File: config.mk
export PLATFORM = sky130hd
export DESIGN_NAME = trace_repeat_detect
export DESIGN_NICKNAME = d
export VERILOG_FILES = /design/src/rtl/trd_pkg.sv /design/src/rtl/trd_history.sv /design/src/rtl/trd_match.sv /design/src/rtl/trd_ctrl.sv /design/src/rtl/trace_repeat_detect.sv
export SDC_FILE = /design/constraint.sdc
export NUM_CORES = 1
export LEC_CHECK = 0
export BUFFER_PORTS_ARGS = -buffer_cell sky130_fd_sc_hd__buf_2
export CAP_MARGIN = 25
export CORE_AREA = 2 2 111 113
export CTS_BUF_LIST = sky130_fd_sc_hd__clkbuf_4 sky130_fd_sc_hd__clkbuf_8
export DETAILED_ROUTE_END_ITERATION = 8
export DIE_AREA = 0 0 113 115
export GPL_TIMING_DRIVEN = 0
export PLACE_DENSITY = 0.88
export SLEW_MARGIN = 25
export SYNTH_ARGS = -nofsm -noshare
export SYNTH_HDL_FRONTEND = slang
export SYNTH_SLANG_ARGS = --single-unit
File: constraint.sdc
create_clock -name clk -period 14.5 [get_ports clk]
set_input_delay 2.175 -clock clk [delete_from_list [all_inputs] [get_ports clk]]
set_output_delay 2.175 -clock clk [all_outputs]
set_load 0.02 [all_outputs]
File: src/rtl/trd_pkg.sv
package trd_pkg;
    typedef enum logic [1:0] {
        ST_EMPTY = 2'd0,
        ST_TRACK = 2'd1,
        ST_LOOP  = 2'd2
    } trd_state_e;
endpackage

File: src/rtl/trd_history.sv
module trd_history #(
    parameter int ADDR_W = 32,
    parameter int BR_W   = 4,
    parameter int DEPTH  = 4
) (
    input  logic              clk,
    input  logic              rst_n,
    input  logic              shift_en,
    input  logic [ADDR_W-1:0] in_addr,
    input  logic [BR_W-1:0]   in_br,
    output logic              new_valid,
    output logic [ADDR_W-1:0] new_addr,
    output logic [BR_W-1:0]   new_br,
    output logic              old_valid,
    output logic [ADDR_W-1:0] old_addr,
    output logic [BR_W-1:0]   old_br
);
    localparam int LAST = DEPTH - 1;

    logic              v_q [DEPTH];
    logic [ADDR_W-1:0] a_q [DEPTH];
    logic [BR_W-1:0]   b_q [DEPTH];

    for (genvar g = 0; g < DEPTH; g++) begin : g_slot
        if (g == 0) begin : g_head
            always_ff @(posedge clk) begin
                if (!rst_n) begin
                    v_q[g] <= 1'b0;
                    a_q[g] <= '0;
                    b_q[g] <= '0;
                end else if (shift_en) begin
                    v_q[g] <= 1'b1;
                    a_q[g] <= in_addr;
                    b_q[g] <= in_br;
                end
            end
        end else begin : g_body
            always_ff @(posedge clk) begin
                if (!rst_n) begin
                    v_q[g] <= 1'b0;
                    a_q[g] <= '0;
                    b_q[g] <= '0;
                end else if (shift_en) begin
                    v_q[g] <= v_q[g-1];
                    a_q[g] <= a_q[g-1];
                    b_q[g] <= b_q[g-1];
                end
            end
        end
    end

    assign new_valid = v_q[0];
    assign new_addr  = a_q[0];
    assign new_br    = b_q[0];
    assign old_valid = v_q[LAST];
    assign old_addr  = a_q[LAST];
    assign old_br    = b_q[LAST];
endmodule

File: src/rtl/trd_match.sv
module trd_match #(
    parameter int ADDR_W = 32,
    parameter int BR_W   = 4
) (
    input  logic              fetch_valid,
    input  logic [ADDR_W-1:0] fetch_addr,
    input  logic [BR_W-1:0]   fetch_br,
    input  logic              bwd_start,
    input  logic              bwd_end,
    input  logic              ent_valid,
    input  logic [ADDR_W-1:0] ent_addr,
    input  logic [BR_W-1:0]   ent_br,
    output logic              same_key,
    output logic              elig_hit
);
    logic addr_eq;
    logic br_eq;

    always_comb begin
        addr_eq  = (fetch_addr == ent_addr);
        br_eq    = (fetch_br == ent_br);
        same_key = fetch_valid && ent_valid && addr_eq && br_eq;
        elig_hit = same_key && bwd_start && bwd_end;
    end
endmodule

File: src/rtl/trd_ctrl.sv
module trd_ctrl
    import trd_pkg::*;
#(
    parameter int ADDR_W = 32
) (
    input  logic              clk,
    input  logic              rst_n,
    input  logic              disp,
    input  logic              same_key,
    input  logic              elig_hit,
    input  logic [ADDR_W-1:0] fetch_addr,
    output logic              hit_ok,
    output logic              exit_path,
    output logic              vec_flag,
    output logic [ADDR_W-1:0] vec_addr
);
    trd_state_e state_q;
    trd_state_e state_d;

    always_ff @(posedge clk) begin
        if (!rst_n) begin
            state_q <= ST_EMPTY;
        end else begin
            state_q <= state_d;
        end
    end

    always_comb begin
        state_d = state_q;
        unique case (state_q)
            ST_EMPTY: if (disp) state_d = ST_TRACK;
            ST_TRACK: if (disp && elig_hit) state_d = ST_LOOP;
            ST_LOOP:  if (disp && !same_key) state_d = ST_TRACK;
            default:  state_d = ST_EMPTY;
        endcase
    end

    always_comb begin
        hit_ok    = 1'b0;
        exit_path = 1'b0;
        unique case (state_q)
            ST_EMPTY: hit_ok = 1'b0;
            ST_TRACK: hit_ok = elig_hit;
            ST_LOOP:  exit_path = 1'b1;
            default:  hit_ok = 1'b0;
        endcase
    end

    always_ff @(posedge clk) begin
        if (!rst_n) begin
            vec_flag <= 1'b0;
            vec_addr <= '0;
        end else begin
            vec_flag <= disp && hit_ok;
            if (disp && hit_ok) begin
                vec_addr <= fetch_addr;
            end
        end
    end
endmodule

File: src/rtl/trace_repeat_detect.sv
module trace_repeat_detect #(
    parameter int ADDR_W     = 32,
    parameter int BR_W       = 4,
    parameter int HIST_DEPTH = 4
) (
    input  logic              clk,
    input  logic              rst_n,
    input  logic              fetch_valid,
    input  logic [ADDR_W-1:0] fetch_addr,
    input  logic [BR_W-1:0]   fetch_br,
    input  logic              fetch_bwd_start,
    input  logic              fetch_bwd_end,
    input  logic              dispatch,
    output logic              repeat_hit,
    output logic              vec_flag,
    output logic [ADDR_W-1:0] vec_addr,
    output logic              exit_path,
    output logic              oldest_valid,
    output logic [ADDR_W-1:0] oldest_addr,
    output logic [BR_W-1:0]   oldest_br
);
    logic              disp;
    logic              new_valid;
    logic [ADDR_W-1:0] new_addr;
    logic [BR_W-1:0]   new_br;
    logic              same_key;
    logic              elig_hit;

    assign disp = fetch_valid && dispatch;

    trd_history #(
        .ADDR_W(ADDR_W), .BR_W(BR_W), .DEPTH(HIST_DEPTH)
    ) u_hist (
        .clk(clk), .rst_n(rst_n), .shift_en(disp),
        .in_addr(fetch_addr), .in_br(fetch_br),
        .new_valid(new_valid), .new_addr(new_addr), .new_br(new_br),
        .old_valid(oldest_valid), .old_addr(oldest_addr), .old_br(oldest_br)
    );

    trd_match #(
        .ADDR_W(ADDR_W), .BR_W(BR_W)
    ) u_match (
        .fetch_valid(fetch_valid), .fetch_addr(fetch_addr), .fetch_br(fetch_br),
        .bwd_start(fetch_bwd_start), .bwd_end(fetch_bwd_end),
        .ent_valid(new_valid), .ent_addr(new_addr), .ent_br(new_br),
        .same_key(same_key), .elig_hit(elig_hit)
    );

    trd_ctrl #(
        .ADDR_W(ADDR_W)
    ) u_ctrl (
        .clk(clk), .rst_n(rst_n), .disp(disp),
        .same_key(same_key), .elig_hit(elig_hit), .fetch_addr(fetch_addr),
        .hit_ok(repeat_hit), .exit_path(exit_path),
        .vec_flag(vec_flag), .vec_addr(vec_addr)
    );
endmodule

==> summary.md <==
| Metric | Value |
|---|---|
| Iter 0 DRT Violations | `278` |
| Syn nets | `581` |
| Hold Crit Start | `u_ctrl.vec_addr[2]` |
| Power Density | `123.5 nW/µm²` |
| Register-to-Register Path Depth | `7` |
| Rows | `40` |
| YS warnings | `0` |
| Largest net degree at the start of global routing | `61` |
| Type of the most critical hold path | `flop to flop` |
| Detailed Place HPWL | `9589 µm` |
| # diodes | `0` |
| Worst IR drop on VDD | `0.00008053 V` |
| Met2 Track Usage GR | `36.61%` |
| Final Wtd Congestion | `0.8222` |
| Setup crit start kind | `input pin` |
| GR Util All Layers | `21.50%` |
| Gr busiest metal | `met2` |
| Final setup viols | `0` |
| Failing checks | `design-rule violations` |
| DRT Pass-1 Iters | `9` |
| Sequential area share after synthesis | `70.53%` |
| H-tree Lvls | `4` |
| Initial Util | `61.64%` |
| Die W | `113 µm` |
| Post-Syn Area per Cell | `13.51 µm²` |
| Worst R2R Setup Slack | `11.85 ns` |
| Setup Buffers After CTS | `0` |
| Worst-path clk slew | `0.09 ns` |
| Post-DR vias/cell | `5.344` |
| Leak Pwr | `3.387 nW` |
| P&R area growth vs syn | `17.32%` |
| CTS hold repair buffers | `0` |
| Routed WL | `13300 µm` |
| Post-synthesis cell area | `7281 µm²` |
| RSZ-0062 raised after global routing | `no` |
| Core Util, Final | `72.32%` |
| Cell variety after synth | `28` |
| CP Class | `input pin to output port` |
| Skew final | `0.01707 ns` |
| Fmax | `153.9 MHz` |
| Area share of the largest cell type after synthesis | `60.63%` |
| Clk buf depth | `2` |
| Yosys reg bits | `183` |
| Reg2Reg Launch Point | `u_hist.a_q[0][31]` |
| Worst EP required | `12.32 ns` |
| Post-synthesis cell count | `539` |
| Setup TNS | `0 ns` |
| CORE AREA | `11810 µm²` |
| I/O Buffers | `112` |
| Resized cells post-CTS | `0` |
| Relative slew slack | `35.99%` |
| Max FO, Critical Path | `8` |
| Worst-skew pair later-pin latency | `0.45 ns` |
| TritonCTS buffer count | `17` |
| Initial antenna violation count | `0` |
| Post-detailed-route count of antenna-violating nets | `0` |
| Final worst path period share | `44.82%` |
| Worst flop-to-flop path endpoint | `u_ctrl.vec_addr[23]` |
| Die ar. | `13000 µm²` |
| Die height | `115 µm` |
| CTS tree | `yes` |
| Layout cells sized above 1 | `22.04%` |
| Met1 GRT Util | `27.02%` |
| Run status | `complete, but fails checks` |
| Vias in the first global route | `4275` |
| GR Layer Usage met3 | `5.377%` |
| Slew at the pin with the worst max-slew slack | `0.9514 ns` |
| Total power | `0.001055 W` |
| Min cycle time layout | `6.498 ns` |
| Max-capacitance violation count | `0` |
| Hold path depth | `2` |
| Root buf cell | `clkbuf_8` |
| Top cells by area, synth | `edfxtp_1, and2_1, dfxtp_1, nand3_1, o21ai_0` |
| CP arrival | `4.32 ns` |
| Slew Limit Fails | `0` |
| Gr ovfl total | `0` |
| Crit. End Element | `output port` |
| Post-synth top area cell | `edfxtp_1` |
| Number of I/O pins | `114` |
| Routed length per instance | `15.98 µm` |
| Hold endpoint | `u_ctrl.vec_addr[2]` |
| First-pass GRT wire length | `21420 µm` |
| Final hold violation count | `0` |
| Fill cells | `750` |
| Residual DRC | `4` |
| Via count | `4446` |
| CTS Sinks | `183` |
| Nets | `714` |
## layer usage
metal	routed length [µm]	share of wire [%]
met5	0	0
met3	887	6.7
met2	6845	51
met4	259	1.9
met1	5307	40
## worst max-delay path by stage
stage                    from                end  slack, ns  cells after the start
3_3_place_gp            rst_n  u_hist.a_q[3][25]       7.04                      3
3_5_place_dp   fetch_addr[19]         repeat_hit       7.99                      9
5_1_grt        fetch_addr[19]         repeat_hit       7.86                      9
4_1_cts        fetch_addr[19]         repeat_hit       7.97                      9
2_1_floorplan  fetch_addr[31]         repeat_hit       8.20                      7
6_report       fetch_addr[31]         repeat_hit       8.00                      9
## state kept, by name, summed over array words and instances, names as in the netlist
name,cells
u_hist.b_q,16
u_hist.v_q,4
u_ctrl.vec_addr,32
u_ctrl.state_q,2
u_ctrl.vec_flag,1
u_hist.a_q,128
## final cells by class
class                   count  area, µm²  share of cell area (%)
plain buffers              33      128.9                   1.509
clock buffers              18      241.5                   2.827
clock inverters            14      220.2                   2.578
inverters                   6      22.52                  0.2637
multi-input cells         317       2002                   23.44
flip-flops and latches    183       5135                   60.11
well taps                 147      183.9                   2.153
repair buffers            114      608.1                   7.119
## worst max-delay path, stage by stage
cell and delay, ns:
buf_2 0.13, xor2_1 0.16, nor4_1 0.29, nand4_1 0.17
or4_1 0.55, buf_2 0.19, or2_1 0.28, nor3_1 0.18
buf_2 0.19
## where the power goes
part	leakage, nW	internal (W)	switching, W	total, W
Combinational	1.31	0.0000237	0.0000410	0.0000647
Clock	0.227	0.000209	0.000176	0.000385
Sequential	1.85	0.000595	0.00000977	0.000605
Total	3.39	0.000828	0.000227	0.00105
## cells in the mapped netlist
master / count
or4_1: 1
a221oi_1: 2
and3_1: 1
buf_2: 4
or2_1: 1
a21oi_1: 4
o2111ai_1: 1
dfxtp_1: 36
nor4_1: 5
nor3_1: 2
nand4_1: 4
and2_1: 143
nand3_1: 35
a21boi_1: 21
clkbuf_1: 29
nand2_1: 6
nor4_2: 1
and4_1: 1
edfxtp_1: 147
o22ai_1: 1
xor2_1: 17
o21ai_0: 34
a21boi_0: 12
nor2b_1: 3
xnor2_1: 14
nor2_1: 7
o21bai_1: 1
inv_1: 6
## through the flow
| step | instance area, µm² | std cells | setup slack [ns] | hold WS (ns) |
|---|---|---|---|---|
| finish | 8542 | 832 | 8.002 | 0.4782 |
| global route | 8542 | 832 | 7.865 | 0.4836 |
| CTS | 8542 | 832 | 7.973 | 0.4783 |
| detailed placement | 8080 | 800 | 7.993 | 0.4621 |
| global placement | 8025 | 798 | 7.044 | 0.4505 |
| floorplan | 7281 | 539 | 8.204 | 0.4389 |
## kinds of logic after synthesis
| family | after synthesis | synth area share, % |
|---|---|---|
| simple gates | 210 | 17.10 |
| buf+inv | 39 | 2.079 |
| xor+xnor | 31 | 3.729 |
| compound gates | 76 | 6.565 |
| flops | 183 | 70.53 |
## placed cells by master, fill, tap and decap left out, types with 3 or more instances in the layout
master / instances
and2_1: 143
a21oi_1: 4
nand2_1: 5
clkbuf_1: 29
inv_6: 3
dfxtp_1: 36
inv_1: 6
xor2_1: 17
nor2b_1: 3
clkbuf_8: 17
bufinv_16: 5
edfxtp_1: 147
nor2_1: 7
nand3_1: 35
o21ai_0: 34
nor4_1: 5
xnor2_1: 14
a21boi_0: 12
a21boi_1: 21
nand4_1: 4
buf_2: 116
Note: power is estimated with default switching activity, not from simulation.
